`src/rtl/host_reg_port.sv`:
```
module host_reg_port #(
  parameter int ADDR_W  = 16,
  parameter int MIN_ACT = 2,
  parameter int MIN_INH = 4
) (
  input  logic              clk,
  input  logic              rst_n,
  input  logic              cs_n,
  input  logic              rd_n,
  input  logic              wr_n,
  input  logic [2:0]        ps,
  input  logic [7:0]        d_in,
  output logic [7:0]        d_out,
  output logic              d_oe,
  output logic              wait_n_o,
  output logic              wait_oe,
  output logic              ready_n_o,
  output logic              ready_oe,
  output logic [ADDR_W-1:0] reg_addr,
  output logic              reg_wr,
  output logic [7:0]        reg_wdata,
  output logic              reg_rd,
  input  logic [7:0]        reg_rdata,
  input  logic              reg_rvalid
);
  localparam int CW = $clog2(MIN_ACT + MIN_INH + 1) + 1;
  localparam logic [CW-1:0] ACT_MAX = CW'(MIN_ACT);
  localparam logic [CW-1:0] ACT_HIT = CW'(MIN_ACT - 1);
  localparam logic [CW-1:0] INH_MAX = CW'(MIN_INH);

  logic rd_raw, wr_raw;
  assign rd_raw = ~(cs_n | rd_n);
  assign wr_raw = ~(cs_n | wr_n);

  logic rs1, rs2, ws1, ws2;
  logic [7:0] dq1, dq2, wlat;
  logic [2:0] pq1, pq2, plat;

  always_ff @(posedge clk or negedge rst_n) begin
    if (!rst_n) begin
      {rs1, rs2, ws1, ws2} <= '0;
      dq1 <= '0; dq2 <= '0; pq1 <= '0; pq2 <= '0;
      wlat <= '0; plat <= '0;
    end else begin
      rs1 <= rd_raw; rs2 <= rs1;
      ws1 <= wr_raw; ws2 <= ws1;
      dq1 <= d_in;   dq2 <= dq1;
      pq1 <= ps;     pq2 <= pq1;
      if (ws2) begin
        wlat <= dq2;
        plat <= pq2;
      end
    end
  end

  logic act, act_q, start, fin, hit, ok_now, ok_q, long_q, wr_kind;
  logic [CW-1:0] act_cnt, idle_cnt;
  assign act    = rs2 | ws2;
  assign start  = act & ~act_q;
  assign fin    = ~act & act_q;
  assign hit    = act & (act_cnt == ACT_HIT);
  assign ok_now = start ? (idle_cnt >= INH_MAX) : ok_q;

  always_ff @(posedge clk or negedge rst_n) begin
    if (!rst_n) begin
      act_q <= 1'b0; act_cnt <= '0; idle_cnt <= INH_MAX;
      long_q <= 1'b0; wr_kind <= 1'b0;
    end else begin
      act_q <= act;
      if (act) begin
        act_cnt  <= (act_cnt == ACT_MAX) ? act_cnt : act_cnt + 1'b1;
        idle_cnt <= '0;
        wr_kind  <= ws2;
        if (hit) long_q <= 1'b1;
      end else begin
        act_cnt  <= '0;
        idle_cnt <= (idle_cnt == INH_MAX) ? idle_cnt : idle_cnt + 1'b1;
        long_q   <= 1'b0;
      end
    end
  end

  logic [ADDR_W-1:0] ptr;
  logic [7:0] dout;
  logic pend, rdy, rd_go;
  assign rd_go = rs2 & hit & ok_now & ~pend & (start | ~rdy);

  always_ff @(posedge clk or negedge rst_n) begin
    if (!rst_n) begin
      ok_q <= 1'b0; ptr <= '0; dout <= '0; pend <= 1'b0; rdy <= 1'b0;
      reg_addr <= '0; reg_wr <= 1'b0; reg_wdata <= '0; reg_rd <= 1'b0;
    end else begin
      reg_wr <= 1'b0;
      reg_rd <= 1'b0;
      if (start) begin
        ok_q <= ok_now;
        rdy  <= rs2 & ~ok_now;
      end
      if (fin) rdy <= 1'b0;
      if (fin & wr_kind & long_q & ok_q) begin
        if (plat == 3'd0) ptr <= {ptr[ADDR_W-9:0], wlat};
        else if (plat == 3'd1) begin
          reg_wr    <= 1'b1;
          reg_addr  <= ptr;
          reg_wdata <= wlat;
          ptr       <= ptr + 1'b1;
        end
      end
      if (rd_go) begin
        if (pq2 == 3'd1) begin
          reg_rd   <= 1'b1;
          reg_addr <= ptr;
          ptr      <= ptr + 1'b1;
          pend     <= 1'b1;
        end else begin
          dout <= 8'h00;
          rdy  <= 1'b1;
        end
      end
      if (pend & reg_rvalid) begin
        dout <= reg_rdata;
        rdy  <= 1'b1;
        pend <= 1'b0;
      end
    end
  end

  assign d_out     = dout;
  assign d_oe      = rd_raw;
  assign wait_oe   = ~cs_n;
  assign ready_oe  = ~cs_n;
  assign wait_n_o  = ~(rd_raw & ~rdy);
  assign ready_n_o = ~(wr_raw | (rd_raw & rdy));

  assert_wr_single_R4: assert property (@(posedge clk) disable iff (!rst_n)
    reg_wr |=> !reg_wr);
  assert_wr_after_end_R4: assert property (@(posedge clk) disable iff (!rst_n)
    reg_wr |-> (!$past(ws2) && $past(ws2, 2)));
  assert_rd_during_pulse_R7: assert property (@(posedge clk) disable iff (!rst_n)
    reg_rd |-> $past(rs2));
  assert_ptr_step_R6: assert property (@(posedge clk) disable iff (!rst_n)
    (reg_wr || reg_rd) |-> (ptr == reg_addr + 1'b1));
  assert_ready_after_data_R7: assert property (@(posedge clk) disable iff (!rst_n)
    $rose(rdy) |-> !pend);
  assert_no_dual_req_R1: assert property (@(posedge clk) disable iff (!rst_n)
    !(reg_wr && reg_rd));
endmodule

```
`config.mk`:
```
export PLATFORM = sky130hd
export DESIGN_NAME = host_reg_port
export DESIGN_NICKNAME = d
export VERILOG_FILES = /design/src/rtl/host_reg_port.sv
export SDC_FILE = /design/constraint.sdc
export NUM_CORES = 1
export LEC_CHECK = 0
export BUFFER_PORTS_ARGS = -buffer_cell sky130_fd_sc_hd__buf_2
export CORE_MARGIN = 4
export CORE_UTILIZATION = 45
export CTS_CLUSTER_DIAMETER = 100
export DETAILED_ROUTE_END_ITERATION = 6
export PLACE_DENSITY = 0.71
export SLEW_MARGIN = 0
export SYNTH_ARGS = -nofsm -noshare
export SYNTH_HDL_FRONTEND = slang
export SYNTH_SLANG_ARGS = --single-unit
```
`constraint.sdc`:
```
create_clock -name clk -period 2.5 [get_ports clk]
set_clock_uncertainty 0.1 [all_clocks]
set_input_delay 0.25 -clock clk [delete_from_list [all_inputs] [get_ports clk]]
set_output_delay 0.25 -clock clk [all_outputs]
set_load 0.03 [all_outputs]
```
==> results of run 1 <==
worst max-delay path, stage by stage (launching register included):
cell and delay, ns:
dfrtp_1 0.44, inv_1 0.08, ha_1 0.13, nor3b_4 0.25, nand4b_4 0.21, or2_4 0.33, buf_4 0.19, o21a_1 0.19
o221a_1 0.22
layer usage:
layer	part of all wire, %	vias to the layer above	track usage, %
met5	0	-	0
met4	1.8	0	6.30
met3	5.9	16	3.91
met2	47	109	26.5
met1	45	1535	23.6
li1	-	1461	-
Yosys cell counts, drive strengths merged (2+ instances only):
cell type	n
nor3	6
o22ai	7
nand4b	2
a221oi	5
a22o	8
and4b	2
clkbuf	6
and3	10
nor2	22
nand2	20
a211oi	2
buf	10
a32oi	2
o21a	2
nand3	12
mux2	32
nand2b	3
nor3b	4
nor4	6
dfrtp	100
nand3b	2
ha	6
or2	3
inv	18
or3	2
and2	2
a21oi	10
o21ai	24
xnor2	3
xor2	5
o221a	5
mux2i	3
path summary, 6_finish.rpt:
kind / slack, ns / from / endpoint / cells past startpoint
min in group asynchronous: 0.29 / rst_n / d_out[4]$_DFFE_PN0P_ / 2
hold / removal: 0.01 / reg_rdata[6] / d_out[6]$_DFFE_PN0P_ / 2
setup / recovery: 0.25 / act_cnt[1]$_DFFE_PN0P_ / ptr[5]$_DFF_PN0_ / 8
setup reg to reg: 0.25 / act_cnt[1]$_DFFE_PN0P_ / ptr[5]$_DFF_PN0_ / 8
hold reg to reg: 0.25 / dq1[0]$_DFF_PN0_ / dq2[0]$_DFF_PN0_ / 0
max in group asynchronous: 1.32 / rst_n / reg_addr[15]$_DFF_PN0_ / 3
state kept, by name, summed over array words and instances (netlist names), 3 cells and up:
| signal | flops |
|---|---|
| dq2 | 8 |
| pq1 | 3 |
| plat | 3 |
| act_cnt | 4 |
| d_out | 8 |
| wlat | 8 |
| reg_wdata | 8 |
| ptr | 16 |
| idle_cnt | 4 |
| dq1 | 8 |
| reg_addr | 16 |
| pq2 | 3 |
cell type report:
cell class / instances / area (um2) / area share [%]
clock buffer: 10 / 128 / 2.42
clock inverter: 6 / 78.8 / 1.49
inverter: 18 / 67.6 / 1.28
multi-input combinational: 221 / 1670 / 31.7
sequential: 101 / 2530 / 47.9
tap: 129 / 161 / 3.06
timing repair buffer: 97 / 646 / 12.2
stage by stage:
| stage | instances | hold slack [ns] | power (mW) | utilization (%) |
|---|---|---|---|---|
| after floorplan | 356 | -0.146 | 2.38 | - |
| after global placement | 542 | 0.153 | 2.58 | 51.6 |
| after detailed placement | 542 | 0.161 | 2.61 | 51.6 |
| after CTS | 581 | 0.000926 | 3.70 | 56.2 |
| after global routing | 582 | 0.0188 | 3.88 | 56.4 |
| final | 582 | 0.0140 | 3.68 | 56.4 |
what timing repair did:
action / CTS / global route
hold endpoints to repair: 58 / 1
setup endpoints to repair: 0 / 1
buffers inserted: 0 / 0
gates resized for setup: 0 / 1
hold buffers: 23 / 1
report_power, final:
group	switching (mW)	internal, mW	leakage, nW	total [mW]
Clock	0.585	0.485	0.105	1.07
Sequential	0.152	1.80	1.31	1.95
Combinational	0.375	0.282	1.15	0.658
logic make-up after synthesis:
kind of cell             count (synthesis)
AO/OA/AOI/OAI                           73
AND/OR/NAND/NOR                         99
adder cells (fa/ha/maj)                  6
flip-flops                             101
buffers and inverters                   34
XOR/XNOR                                 8
multiplexers                            35
==> flow_metrics.tcl, run 1 <==
set metrics [dict create \
    status "finished clean" \
    synthesis.nets 387 \
    power_density_nw_per_um2 697 \
    slew_headroom_pct 61.6 \
    synth_top_family_by_area "simple AND/OR/NAND/NOR gates" \
    finalHoldViolations 0 \
    grt_first_pass_wirelength_um 15500 \
    gp_congestion 0.876 \
    period_share_pct 89.8 \
    synth_compound_area_share_pct 11.7 \
    port_buffers 63 \
    clock_sinks 101 \
    post_drt_wl_per_cell_um 15.3 \
    async_flop_share_pct 100 \
    synthFlopType "dfrtp_1" \
    drtPass1Iterations 5 \
    grt_pass1_vias 3205 \
    clock_latency_ns 0.37 \
    cp.arrival_ns 2.40 \
    die_y_um 107 \
    endpoint_kind "register" \
    startpoint_type "register" \
    cts_buffers 9 \
    layout-drive-gt1-share_pct 30.7 \
    grt_usage_pct 17.1 \
    syn_area_per_cell_um2 12.3 \
    cts_buffer_depth 2 \
    via_count 3121 \
    rsz0062_at_grt "false" \
    critPathRequiredTime_ns 2.66 \
    crit_type "register to register" \
    place_hpwl_um 6250 \
    fin_area_um2 5280 \
    place_area_um2 4830 \
    dp_slack_ns 0.181 \
    fp-row-count 35 \
    ios 64 \
    cp_max_fo 13 \
    yosysSeqAreaShare_pct 57.8 \
    cts_tree "yes" \
    htree_levels 3 \
    initial_core_util_pct 46.7 \
    synth-edff-count 0 \
    slew_violations 0 \
    tns_ns 0 \
    ys_types 60 \
    syn_inst 356 \
    antenna_cells 0 \
    synth_xor_area_share_pct 1.60 \
    holdCritPathClass "primary input to register" \
    timing.final.crit_period_ns 2.25 \
    die_area_um2 11400 \
    fin_ws_ns 0.255 \
    route.detailed.drc 0 \
    core_area_um2 9370 \
    detail-route-antenna-nets 0 \
    synthSimpleGateAreaFrac_pct 13.2 \
    layout.nets 479 \
    synth_seq_cells 101 \
    antenna_found_initial 0 \
    fmax_ghz 0.445 \
    yosys.area.top_type "dfrtp_1" \
    synthAdderAreaFrac_pct 1.72 \
    grt_max_degree 63 \
    drt_iter0_drc 301 \
    tightest_slew_ns 0.571 \
    cellLeakagePower_nw 2.56 \
    dieWidth_um 107 \
    drv_cap 0 \
    clkTransAtPathRegs_ns 0.10 \
    vdd_ir_drop_max_uv 571 \
    root_buffer "clkbuf_8" \
    synth.cell_area_um2 4370 \
    grt-ovfl-total 0 \
    fillers 789 \
    synth_top_area_share_pct 57.2 \
    setup_viol 0 \
    drt-total-wl_um 8900 \
    final_common_cell "dfrtp_1" \
    syn2layout_area_growth_pct 20.8 \
    final_cell_mix "dfrtp_1, buf_2, dlygate4sd3_1" \
    avgViaCountPerCell 5.36 \
    synth_area_leaders "dfrtp_1, mux2_2, mux2_4, o21ai_0, nor2_1" \
    yosysWarnings 0 \
    synthMuxAreaShare_pct 9.99 \
]
Power figures use the tool's default switching activity.
==> run 2: changes to the inputs <==
--- a/config.mk
+++ b/config.mk
@@ -5,9 +5,12 @@
 export SDC_FILE = /design/constraint.sdc
 export NUM_CORES = 1
 export LEC_CHECK = 0
+export ABC_CLOCK_PERIOD_IN_PS = 2500
 export BUFFER_PORTS_ARGS = -buffer_cell sky130_fd_sc_hd__buf_2
+export CAP_MARGIN = 10
 export CORE_MARGIN = 4
 export CORE_UTILIZATION = 45
+export CTS_BUF_LIST = sky130_fd_sc_hd__clkbuf_8
 export CTS_CLUSTER_DIAMETER = 100
 export DETAILED_ROUTE_END_ITERATION = 6
 export PLACE_DENSITY = 0.71
==> flow_metrics.tcl, run 2 (synthesis results as in run 1) <==
set metrics [dict create \
    avgViaCountPerCell 5.33 \
    critPathSlowestCell "dfrtp_1" \
    drtPass1Iterations 5 \
    wl_met3_um 492 \
    clkTransAtPathRegs_ns 0.10 \
    antenna_found_initial 0 \
    drt-met1-wl_um 4080 \
    grt_max_degree 63 \
    slowest_delay_ns 0.44 \
    dr_wl_met2_um 4200 \
    syn2layout_area_growth_pct 20.8 \
    hold_slack_ns 0.0143 \
    initial_core_util_pct 46.7 \
    die_y_um 107 \
    via_count 3104 \
    cts_setup_buffers 0 \
    tns_ns 0 \
    core_area_um2 9370 \
    vdd_ir_drop_max_uv 571 \
    antenna_cells 0 \
    grt-ovfl-total 0 \
    clock_sinks 101 \
    cp_max_fo 13 \
    fin_area_um2 5280 \
    detail-route-antenna-nets 0 \
    setup_viol 0 \
    status "finished clean" \
    place_area_um2 4830 \
    ios 64 \
    top_regs "ptr (16), reg_addr (16)" \
    port_buffers 63 \
    holdCritPathClass "primary input to register" \
    drt_iter0_drc 302 \
    drv_cap 0 \
    critPathRequiredTime_ns 2.66 \
    drt-total-wl_um 8930 \
    grt_usage_pct 17.1 \
    clock_latency_ns 0.37 \
    grt_pass1_vias 3205 \
    grt_first_pass_wirelength_um 15500 \
    layout.nets 479 \
    root_buffer "clkbuf_8" \
    htree_levels 3 \
    fmax_ghz 0.446 \
    period_share_pct 89.7 \
    rsz0062_at_grt "false" \
    endpoint_kind "register" \
    layout-drive-gt1-share_pct 30.7 \
    cts_buffer_depth 2 \
    fillers 789 \
    critical_path.cell_chain "inv_1 > ha_1 > nor3b_4 > nand4b_4 > or2_4 > buf_4 > o21a_1 > o221a_1" \
    gp_congestion 0.876 \
    final_common_cell "dfrtp_1" \
    cts_buffers 9 \
    top_layer "met4" \
    fp-row-count 35 \
    slew_violations 0 \
    cts_tree "yes" \
    final_cell_mix "dfrtp_1, buf_2, dlygate4sd3_1" \
    fin_util_pct 56.4 \
    tightest_slew_ns 0.574 \
    slew_headroom_pct 61.4 \
    die_area_um2 11400 \
    startpoint_type "register" \
    crit_type "register to register" \
    dieWidth_um 107 \
    power_density_nw_per_um2 696 \
    timing.final.crit_period_ns 2.24 \
    post_drt_wl_per_cell_um 15.3 \
    finalHoldViolations 0 \
    place_hpwl_um 6250 \
    route.detailed.drc 0 \
    cp.arrival_ns 2.40 \
    cellLeakagePower_nw 2.56 \
]
-- run 2: cell types whose count changed in the layout (fill, tap and decap cells not counted) --
cell	previous run	this run
inv_1	18	19
clkbuf_1	1	0
-- run 2: per-stage QoR --
step	power [mW]	worst slack, ns	std cells
global route	3.87	0.0186	582
detailed placement	2.61	0.181	542
finish	3.68	0.258	582
global placement	2.58	0.256	542
floorplan	2.38	0.401	356
CTS	3.70	0.153	581
-- run 2: cell type report --
| type | instances | area, um2 | area share (%) |
|---|---|---|---|
| multi-input combinational | 221 | 1670 | 31.7 |
| clock buffer | 9 | 124 | 2.34 |
| clock inverter | 7 | 82.6 | 1.56 |
| tap | 129 | 161 | 3.06 |
| timing repair buffer | 97 | 646 | 12.2 |
| inverter | 18 | 67.6 | 1.28 |
| sequential | 101 | 2530 | 47.9 |
-- run 2: worst paths after layout --
kind,slack [ns],end,start,cells past startpoint
setup / recovery,0.26,ptr[5]$_DFF_PN0_,act_cnt[1]$_DFFE_PN0P_,8
hold / removal,0.01,d_out[6]$_DFFE_PN0P_,reg_rdata[6],2
setup reg to reg,0.26,ptr[5]$_DFF_PN0_,act_cnt[1]$_DFFE_PN0P_,8
hold reg to reg,0.25,dq2[0]$_DFF_PN0_,dq1[0]$_DFF_PN0_,0
max in group asynchronous,1.32,reg_addr[15]$_DFF_PN0_,rst_n,3
min in group asynchronous,0.29,d_out[4]$_DFFE_PN0P_,rst_n,2
-- run 2: worst max-delay path, delay by kind of cell (launching register included) --
family                     cells  cell delay, ns
and+or+nand+nor                3            0.79
DFF                            1            0.44
AOI/OAI and AO/OA              2            0.41
buffers and inverters          2            0.27
adders and majority gates      1            0.13
-- run 2: report_power, final --
part	internal [mW]	switching (mW)	leakage (nW)
Clock	0.481	0.585	0.109
Sequential	1.80	0.152	1.31
Combinational	0.282	0.375	1.15
-- run 2: repair_timing --
item                                   in CTS  in global routing
hold buffers                               23                  1
endpoints found under the hold margin      58                  1
resized for setup                           0                  1
setup endpoints to repair                   0                  1
-- run 2: routing by layer --
layer	vias to the layer above	track usage [%]
met5	-	0
met2	103	26.5
met3	16	3.91
met1	1528	23.6
li1	1457	-
met4	0	6.30
